==> config.mk <==
export PLATFORM = sky130hd
export DESIGN_NAME = evt_irq_hub
export DESIGN_NICKNAME = d
export VERILOG_FILES = /design/src/rtl/evt_irq_pkg.sv /design/src/rtl/evt_status_reg.sv /design/src/rtl/evt_prio_vec.sv /design/src/rtl/evt_out_stage.sv /design/src/rtl/evt_irq_hub.sv
export SDC_FILE = /design/constraint.sdc
export NUM_CORES = 1
export LEC_CHECK = 0
export BUFFER_PORTS_ARGS = -buffer_cell sky130_fd_sc_hd__buf_2
export CAP_MARGIN = 20
export CORE_MARGIN = 3
export CORE_UTILIZATION = 48
export CTS_CLUSTER_DIAMETER = 40
export DETAILED_ROUTE_END_ITERATION = 8
export PLACE_DENSITY_LB_ADDON = 0.12
export SLEW_MARGIN = 30
export SYNTH_ARGS = -nofsm -noshare
export SYNTH_HDL_FRONTEND = slang
export SYNTH_SLANG_ARGS = --single-unit
export TNS_END_PERCENT = 20
==> constraint.sdc <==
create_clock -name clk -period 2.05 [get_ports clk]
set_input_delay 0.5125 -clock clk [delete_from_list [all_inputs] [get_ports clk]]
set_output_delay 0.5125 -clock clk [all_outputs]
set_load 0.02 [all_outputs]
==> src/rtl/evt_irq_pkg.sv <==
package evt_irq_pkg;

   typedef enum logic [2:0] {
      SEL_STAT = 3'd0,
      SEL_EN   = 3'd1,
      SEL_VEC  = 3'd2,
      SEL_DMA  = 3'd3,
      SEL_TEST = 3'd4
   } reg_sel_e;

   localparam int SEL_BITS = 3;

endpackage

==> src/rtl/evt_status_reg.sv <==
module evt_status_reg #(
   parameter int DATA_W = 16,
   parameter logic [DATA_W-1:0] STORE_MASK = '1
) (
   input  logic              clk,
   input  logic              rst_n,
   input  logic [DATA_W-1:0] set_vec,
   input  logic [DATA_W-1:0] clr_vec,
   output logic [DATA_W-1:0] stat_q
);

   logic [DATA_W-1:0] stat_d;

   // set is applied after clear so a colliding set survives
   always_comb begin
      stat_d = ((stat_q & ~clr_vec) | set_vec) & STORE_MASK;
   end

   always_ff @(posedge clk or negedge rst_n) begin
      if (!rst_n) stat_q <= '0;
      else        stat_q <= stat_d;
   end

endmodule

==> src/rtl/evt_prio_vec.sv <==
module evt_prio_vec #(
   parameter int DATA_W = 16,
   localparam int VEC_W = $clog2(DATA_W + 1)
) (
   input  logic [DATA_W-1:0] pend,
   output logic [DATA_W-1:0] first_hot,
   output logic [VEC_W-1:0]  vec_idx
);

   logic [DATA_W-1:0] lower_any;

   assign lower_any[0] = 1'b0;

   genvar gi;
   generate
      for (gi = 1; gi < DATA_W; gi++) begin : g_chain
         assign lower_any[gi] = lower_any[gi-1] | pend[gi-1];
      end
   endgenerate

   assign first_hot = pend & ~lower_any;

   always_comb begin
      vec_idx = '0;
      for (int i = 0; i < DATA_W; i++) begin
         if (first_hot[i]) vec_idx = vec_idx | VEC_W'(i + 1);
      end
   end

endmodule

==> src/rtl/evt_out_stage.sv <==
module evt_out_stage #(
   parameter int DATA_W = 16
) (
   input  logic              clk,
   input  logic              rst_n,
   input  logic [DATA_W-1:0] pend,
   input  logic              rx_rdy,
   input  logic              tx_rdy,
   input  logic              rx_dma_en,
   input  logic              tx_dma_en,
   output logic              irq,
   output logic              dma_rx_req,
   output logic              dma_tx_req
);

   always_ff @(posedge clk or negedge rst_n) begin
      if (!rst_n) begin
         irq        <= 1'b0;
         dma_rx_req <= 1'b0;
         dma_tx_req <= 1'b0;
      end else begin
         irq        <= |pend;
         dma_rx_req <= rx_dma_en & rx_rdy;
         dma_tx_req <= tx_dma_en & tx_rdy;
      end
   end

endmodule

==> src/rtl/evt_irq_hub.sv <==
module evt_irq_hub
   import evt_irq_pkg::*;
#(
   parameter int DATA_W        = 16,
   parameter int ADDR_W        = 3,
   parameter bit NEW_REV       = 1'b1,
   parameter int EN_W_NEW      = 6,
   parameter int EN_W_OLD      = 5,
   parameter int BUSY_BIT      = 12,
   parameter int RX_RDY_BIT    = 3,
   parameter int TX_RDY_BIT    = 4,
   parameter int RX_DMA_EN_BIT = 15,
   parameter int TX_DMA_EN_BIT = 7,
   parameter int SELFTEST_BIT  = 11,
   parameter int FORCE_CNT     = 6,
   parameter logic [DATA_W-1:0] HOST_CLR_MASK = DATA_W'(16'h0027)
) (
   input  logic              clk,
   input  logic              rst_n,
   input  logic              reg_wr,
   input  logic              reg_rd,
   input  logic [ADDR_W-1:0] reg_addr,
   input  logic [DATA_W-1:0] reg_wdata,
   output logic [DATA_W-1:0] reg_rdata,
   input  logic [DATA_W-1:0] evt_set,
   input  logic [DATA_W-1:0] hw_clr,
   input  logic              bus_busy,
   output logic              irq,
   output logic              dma_rx_req,
   output logic              dma_tx_req
);

   localparam int VEC_W = $clog2(DATA_W + 1);
   localparam logic [DATA_W-1:0] ONE        = DATA_W'(1);
   localparam logic [DATA_W-1:0] STORE_MASK = ~(ONE << BUSY_BIT);
   localparam logic [DATA_W-1:0] FORCE_MASK = (ONE << FORCE_CNT) - ONE;
   localparam logic [DATA_W-1:0] DMA_KEEP   = (ONE << RX_DMA_EN_BIT) | (ONE << TX_DMA_EN_BIT);
   localparam logic [DATA_W-1:0] RDY_BITS   = (ONE << RX_RDY_BIT) | (ONE << TX_RDY_BIT);

   // elaboration checks
   if (DATA_W < 16) begin : g_chk_w
      $error("evt_irq_hub: DATA_W must be at least 16");
   end
   if (ADDR_W < SEL_BITS) begin : g_chk_a
      $error("evt_irq_hub: ADDR_W too small for the register selects");
   end
   if ((HOST_CLR_MASK & RDY_BITS) != '0) begin : g_chk_clr
      $error("evt_irq_hub: host clear mask must not cover ready flags");
   end
   if (EN_W_NEW > DATA_W || EN_W_OLD > EN_W_NEW) begin : g_chk_en
      $error("evt_irq_hub: enable widths out of range");
   end
   if (FORCE_CNT > DATA_W || BUSY_BIT >= DATA_W) begin : g_chk_bits
      $error("evt_irq_hub: bit positions out of range");
   end

   // enable-mask width chosen by revision
   logic [DATA_W-1:0] en_keep;
   generate
      if (NEW_REV) begin : g_rev_new
         assign en_keep = (ONE << EN_W_NEW) - ONE;
      end else begin : g_rev_old
         assign en_keep = (ONE << EN_W_OLD) - ONE;
      end
   endgenerate

   // register decode
   logic wr_stat, wr_en, wr_dma, wr_test;
   logic rd_vec;
   assign wr_stat = reg_wr && (reg_addr == ADDR_W'(SEL_STAT));
   assign wr_en   = reg_wr && (reg_addr == ADDR_W'(SEL_EN));
   assign wr_dma  = reg_wr && (reg_addr == ADDR_W'(SEL_DMA));
   assign wr_test = reg_wr && (reg_addr == ADDR_W'(SEL_TEST));
   assign rd_vec  = reg_rd && (reg_addr == ADDR_W'(SEL_VEC));

   logic [DATA_W-1:0] stat_q;
   logic [DATA_W-1:0] mask_q;
   logic [DATA_W-1:0] dma_q;
   logic [DATA_W-1:0] pend;
   logic [DATA_W-1:0] first_hot;
   logic [VEC_W-1:0]  vec_idx;
   logic [DATA_W-1:0] set_vec;
   logic [DATA_W-1:0] clr_vec;

   assign pend = stat_q & mask_q;

   evt_prio_vec #(.DATA_W(DATA_W)) u_prio (
      .pend      (pend),
      .first_hot (first_hot),
      .vec_idx   (vec_idx)
   );

   always_comb begin
      clr_vec = hw_clr;
      if (wr_stat) clr_vec = clr_vec | (reg_wdata & HOST_CLR_MASK);
      if (rd_vec)  clr_vec = clr_vec | first_hot;
      set_vec = evt_set;
      if (wr_test && reg_wdata[SELFTEST_BIT]) set_vec = set_vec | FORCE_MASK;
   end

   evt_status_reg #(.DATA_W(DATA_W), .STORE_MASK(STORE_MASK)) u_stat (
      .clk     (clk),
      .rst_n   (rst_n),
      .set_vec (set_vec),
      .clr_vec (clr_vec),
      .stat_q  (stat_q)
   );

   // enable mask and DMA config
   logic [DATA_W-1:0] en_drop;
   always_comb begin
      en_drop = '0;
      if (reg_wdata[RX_DMA_EN_BIT]) en_drop = en_drop | (ONE << RX_RDY_BIT);
      if (reg_wdata[TX_DMA_EN_BIT]) en_drop = en_drop | (ONE << TX_RDY_BIT);
   end

   always_ff @(posedge clk or negedge rst_n) begin
      if (!rst_n) begin
         mask_q <= '0;
         dma_q  <= '0;
      end else begin
         if (wr_en) begin
            mask_q <= reg_wdata & en_keep;
         end else if (wr_dma) begin
            mask_q <= mask_q & ~en_drop;
         end
         if (wr_dma) dma_q <= reg_wdata & DMA_KEEP;
      end
   end

   // read data
   logic [DATA_W-1:0] rd_mux;
   always_comb begin
      unique case (reg_addr)
         ADDR_W'(SEL_STAT): rd_mux = stat_q | (DATA_W'(bus_busy) << BUSY_BIT);
         ADDR_W'(SEL_EN):   rd_mux = mask_q;
         ADDR_W'(SEL_VEC):  rd_mux = DATA_W'(vec_idx);
         ADDR_W'(SEL_DMA):  rd_mux = dma_q;
         default:           rd_mux = '0;
      endcase
   end

   always_ff @(posedge clk or negedge rst_n) begin
      if (!rst_n)      reg_rdata <= '0;
      else if (reg_rd) reg_rdata <= rd_mux;
   end

   evt_out_stage #(.DATA_W(DATA_W)) u_out (
      .clk        (clk),
      .rst_n      (rst_n),
      .pend       (pend),
      .rx_rdy     (stat_q[RX_RDY_BIT]),
      .tx_rdy     (stat_q[TX_RDY_BIT]),
      .rx_dma_en  (dma_q[RX_DMA_EN_BIT]),
      .tx_dma_en  (dma_q[TX_DMA_EN_BIT]),
      .irq        (irq),
      .dma_rx_req (dma_rx_req),
      .dma_tx_req (dma_tx_req)
   );

endmodule

==> run summary <==
From synthesis to final layout, the design area changed by 27.4%. Share of the synthesized area in the top cell type: 56.0%. The worst min-delay path category is in -> async.

The routed layout has 1575 vias. The proportion of layout cells with a drive suffix above 1 works out to 35.7%. Counting flops and latches in the post-synthesis netlist gives 42. The core region is 3720 um^2. For the final routed database, the setup TNS stands at 0 ps. After detailed routing, the total wire length is 4270 um. The final HPWL from detailed placement was 3170 um; the synthesized net count was 220. The number of global-route vias before repair is 1520. The cell type with the largest total area after synthesis is sky130_fd_sc_hd__dfrtp_1. After clock tree synthesis, the setup repair step added 0 buffers. The async set or reset register ratio after synthesis came out at 100%. The worst setup path is of the reg -> reg kind. For this design the static power due to leakage is 1.22 nW. The pre-CTS setup slack was 139 ps; the largest fanout of any net on the critical path was 6. For the final count of pins violating max slew, the log shows 0.

The power per cell area was 786 nW/um^2; the clock sink count was 42. The latest clock arrival within the worst-skew pair was 290 ps. The flow ran to the end, and the final reports show no timing, DRC or antenna violations.

75 I/O pins were placed. The chip height is 68.5 um, and the post-synthesis cell type count is 39. The number of antenna violations at the first check in global routing came out at 0.

STA classifies the critical path startpoint as a flip-flop. Across the VDD grid, the largest voltage drop is 0.519 mV. Horizontal die dimension: 68.5 um. Endpoint type of the worst setup path: a flip-flop. The initialized floorplan defines 22 standard-cell rows.

The first global-routing pass estimated 6950 um of wire. The time the final worst path needs with I/O delays and setup works out to 1660 ps. The critical path goes through a222oi_1 -> and2_1 -> nand3_1 -> a311o_1. Buffers inserted during clock tree synthesis total 5. The run gives 0.875 as the final estimated routing congestion in global placement.

Clock tree synthesis selected as its root buffer the cell sky130_fd_sc_hd__clkbuf_8. The average vias per placed instance is 5.51. The slowest stage of the critical path is the sky130_fd_sc_hd__dfrtp_1 cell.

In this run, post-CTS repair resized a total of 0 instances. Final cell utilization of the core: 64.3%. Dividing the final minimum period by the clock period gives 80.9%.

At the worst endpoint, the required time is 2230 ps. Yosys printed 0 warnings. The overall die area was 4690 um^2. The clock passes through at most 2 buffers. Setup repair after global routing left no endpoint under its margin. For this run, design rule violations remaining after detail routing come to 0. The tools report the sequential-to-total area share from yosys stat as 56.0%. 0 antenna diodes ended up in the layout. The detailed router finished its first iteration with 132 violations. The H-tree was split into 2 levels. Max-cap violations in this run came to 0. The highest attainable clock frequency was 603 MHz. The arrival time reported for the critical path endpoint is 1840 ps. In the final design database the tool counted 293 nets.

In this run, synthesis inferred 0 flip-flops with an integrated enable. Entering global routing, the biggest net connects 43 pins. The logs give 5 for the detailed-router iteration count before antenna repair and 0 for the global route total overflow. Antenna violation net count after detailed routing: 0. In this run the tool buffered the top-level ports with 65 buffer cells.

The count of mapped cells out of synthesis came out at 164. Dividing the detail-routed wire length by the instance count gives 14.9 um. The synthesized area per cell was 11.4 um^2; the global routing usage summed across all routing layers was 20.3%. By area the synthesized netlist is led by sky130_fd_sc_hd__dfrtp_1 56%, sky130_fd_sc_hd__a22o_1 4.2%, sky130_fd_sc_hd__a21o_1 3.6%, sky130_fd_sc_hd__mux2_2 3.0%, sky130_fd_sc_hd__inv_1 2.8%. The clock transition at the register clock pins on the worst setup and hold paths after CTS is 80 ps, and the worst-case headroom to the max-slew limit is 62.9%. For the pin with the worst max-slew slack, the measured transition is 554 ps. Largest incremental delay on the critical path: 450 ps. Once the floorplan was initialized, standard cells occupied 50.5% of the core. The tools report the number of endpoints failing setup at the final stage as 0. TritonCTS built the clock tree.

The count of hold-fix buffers inserted at cts was 0; the cell area after technology mapping was 1880 um^2. Across all setup checks in the final design, the least slack found is 391 ps. The dominant synthesized flop cell was sky130_fd_sc_hd__dfrtp_1. For the number of hold violations in the final report, the log shows 0. On the final layout, the worst clock skew is 4.50 ps.
[path summary, 6_finish.rpt]
path                                            start                           to  slack [ps]  depth (start not counted)
min in group clk                          evt_set[10]  u_stat.stat_q[10]$_DFF_PN0_         390                          2
setup reg to reg           u_stat.stat_q[2]$_DFF_PN0_   u_stat.stat_q[4]$_DFF_PN0_         390                          4
setup / recovery           u_stat.stat_q[2]$_DFF_PN0_   u_stat.stat_q[4]$_DFF_PN0_         390                          4
hold reg to reg            u_stat.stat_q[8]$_DFF_PN0_   u_stat.stat_q[8]$_DFF_PN0_         480                          1
hold / removal                                  rst_n        mask_q[4]$_DFFE_PN0P_         170                          2
max in group asynchronous                       rst_n    reg_rdata[10]$_DFFE_PN0P_        1660                          2
[where the power goes]
group	switching (W)	total [W]	internal (W)
logic	0.000184	0.000351	0.000168
registers	0.0000777	0.000992	0.000914
clock network	0.000262	0.000533	0.000271
total	0.000524	0.00188	0.00135
[through the flow]
step / cells / total power [W] / hold slack (ps) / cell area [um^2]
after global placement: 278 / 0.00134 / 460 / 2300
after CTS: 286 / 0.00190 / 183 / 2390
after detailed placement: 278 / 0.00136 / 467 / 2300
after global routing: 286 / 0.00199 / 186 / 2390
after floorplan: 164 / 0.00119 / 217 / 1880
final: 286 / 0.00188 / 172 / 2390
[layout by cell type (no fill, tap or decap), types with 2 or more instances in the layout]
| master | instances |
|---|---|
| sky130_fd_sc_hd__mux2_2 | 5 |
| sky130_fd_sc_hd__a22o_1 | 9 |
| sky130_fd_sc_hd__nor2_1 | 4 |
| sky130_fd_sc_hd__a311o_1 | 3 |
| sky130_fd_sc_hd__a22oi_1 | 5 |
| sky130_fd_sc_hd__o2bb2ai_1 | 5 |
| sky130_fd_sc_hd__nand2b_1 | 4 |
| sky130_fd_sc_hd__mux2i_1 | 5 |
| sky130_fd_sc_hd__o21ai_0 | 5 |
| sky130_fd_sc_hd__a21oi_1 | 4 |
| sky130_fd_sc_hd__buf_2 | 65 |
| sky130_fd_sc_hd__a222oi_1 | 2 |
| sky130_fd_sc_hd__dfrtp_1 | 42 |
| sky130_fd_sc_hd__nand2_1 | 13 |
| sky130_fd_sc_hd__inv_1 | 14 |
| sky130_fd_sc_hd__nand4_1 | 3 |
| sky130_fd_sc_hd__nor2b_1 | 2 |
| sky130_fd_sc_hd__a31oi_1 | 2 |
| sky130_fd_sc_hd__a211o_1 | 2 |
| sky130_fd_sc_hd__clkbuf_8 | 6 |
| sky130_fd_sc_hd__and2_1 | 4 |
| sky130_fd_sc_hd__a21o_1 | 9 |
| sky130_fd_sc_hd__buf_4 | 5 |
[synthesized netlist by cell type (all sizes together), types with 2 or more instances]
master,count
dfrtp,42
inv,14
nand2,13
a21o,9
a22o,9
a22oi,5
mux2,5
mux2i,5
o21ai,5
o2bb2ai,5
a21oi,4
and2,4
nand2b,4
nor2,4
a311o,3
clkbuf,3
nand4,3
a211o,2
a222oi,2
a31oi,2
buf,2
nor2b,2
nor3,2
nor4b,2
[flip-flops by register name, summed over array words and instances (netlist names)]
signal and count:
u_stat.stat_q 15, dma_q 2, u_out.dma_tx_req 1, u_out.dma_rx_req 1
u_out.irq 1, reg_rdata 16, mask_q 6
[per-layer routing]
| layer | vias up | GRT usage (%) | wire, um |
|---|---|---|---|
| li1 | 752 | - | - |
| met5 | - | 0 | 0 |
| met4 | 0 | 9.43 | 68 |
| met3 | 7 | 5.67 | 324 |
| met2 | 62 | 33.1 | 2140 |
| met1 | 754 | 24.8 | 1740 |
[area by class of cell]
cell class | count | area, um^2
fill | 335 | 1330
sequential | 42 | 1050
multi-input combinational | 103 | 751
timing repair buffer | 71 | 383
clock buffer | 7 | 86.3
tap | 48 | 60.1
inverter | 14 | 52.6
clock inverter | 1 | 5.00
[critical path, delay by kind of cell, from the launching register on]
family | cells | cell delay (ps)
flops | 1 | 450
compound gates | 2 | 770
simple gates | 2 | 320
[logic make-up (layout without fill, tap and decap cells)]
| family | count (synthesis) | in the layout | synth area share [%] |
|---|---|---|---|
| AOI/OAI and AO/OA | 51 | 51 | 21.1 |
| DFF | 42 | 42 | 56.0 |
| and+or+nand+nor | 42 | 42 | 13.3 |
| buffers and inverters | 19 | 93 | 3.94 |
| muxes | 10 | 10 | 5.67 |
Note: power is estimated with default switching activity, not from simulation.
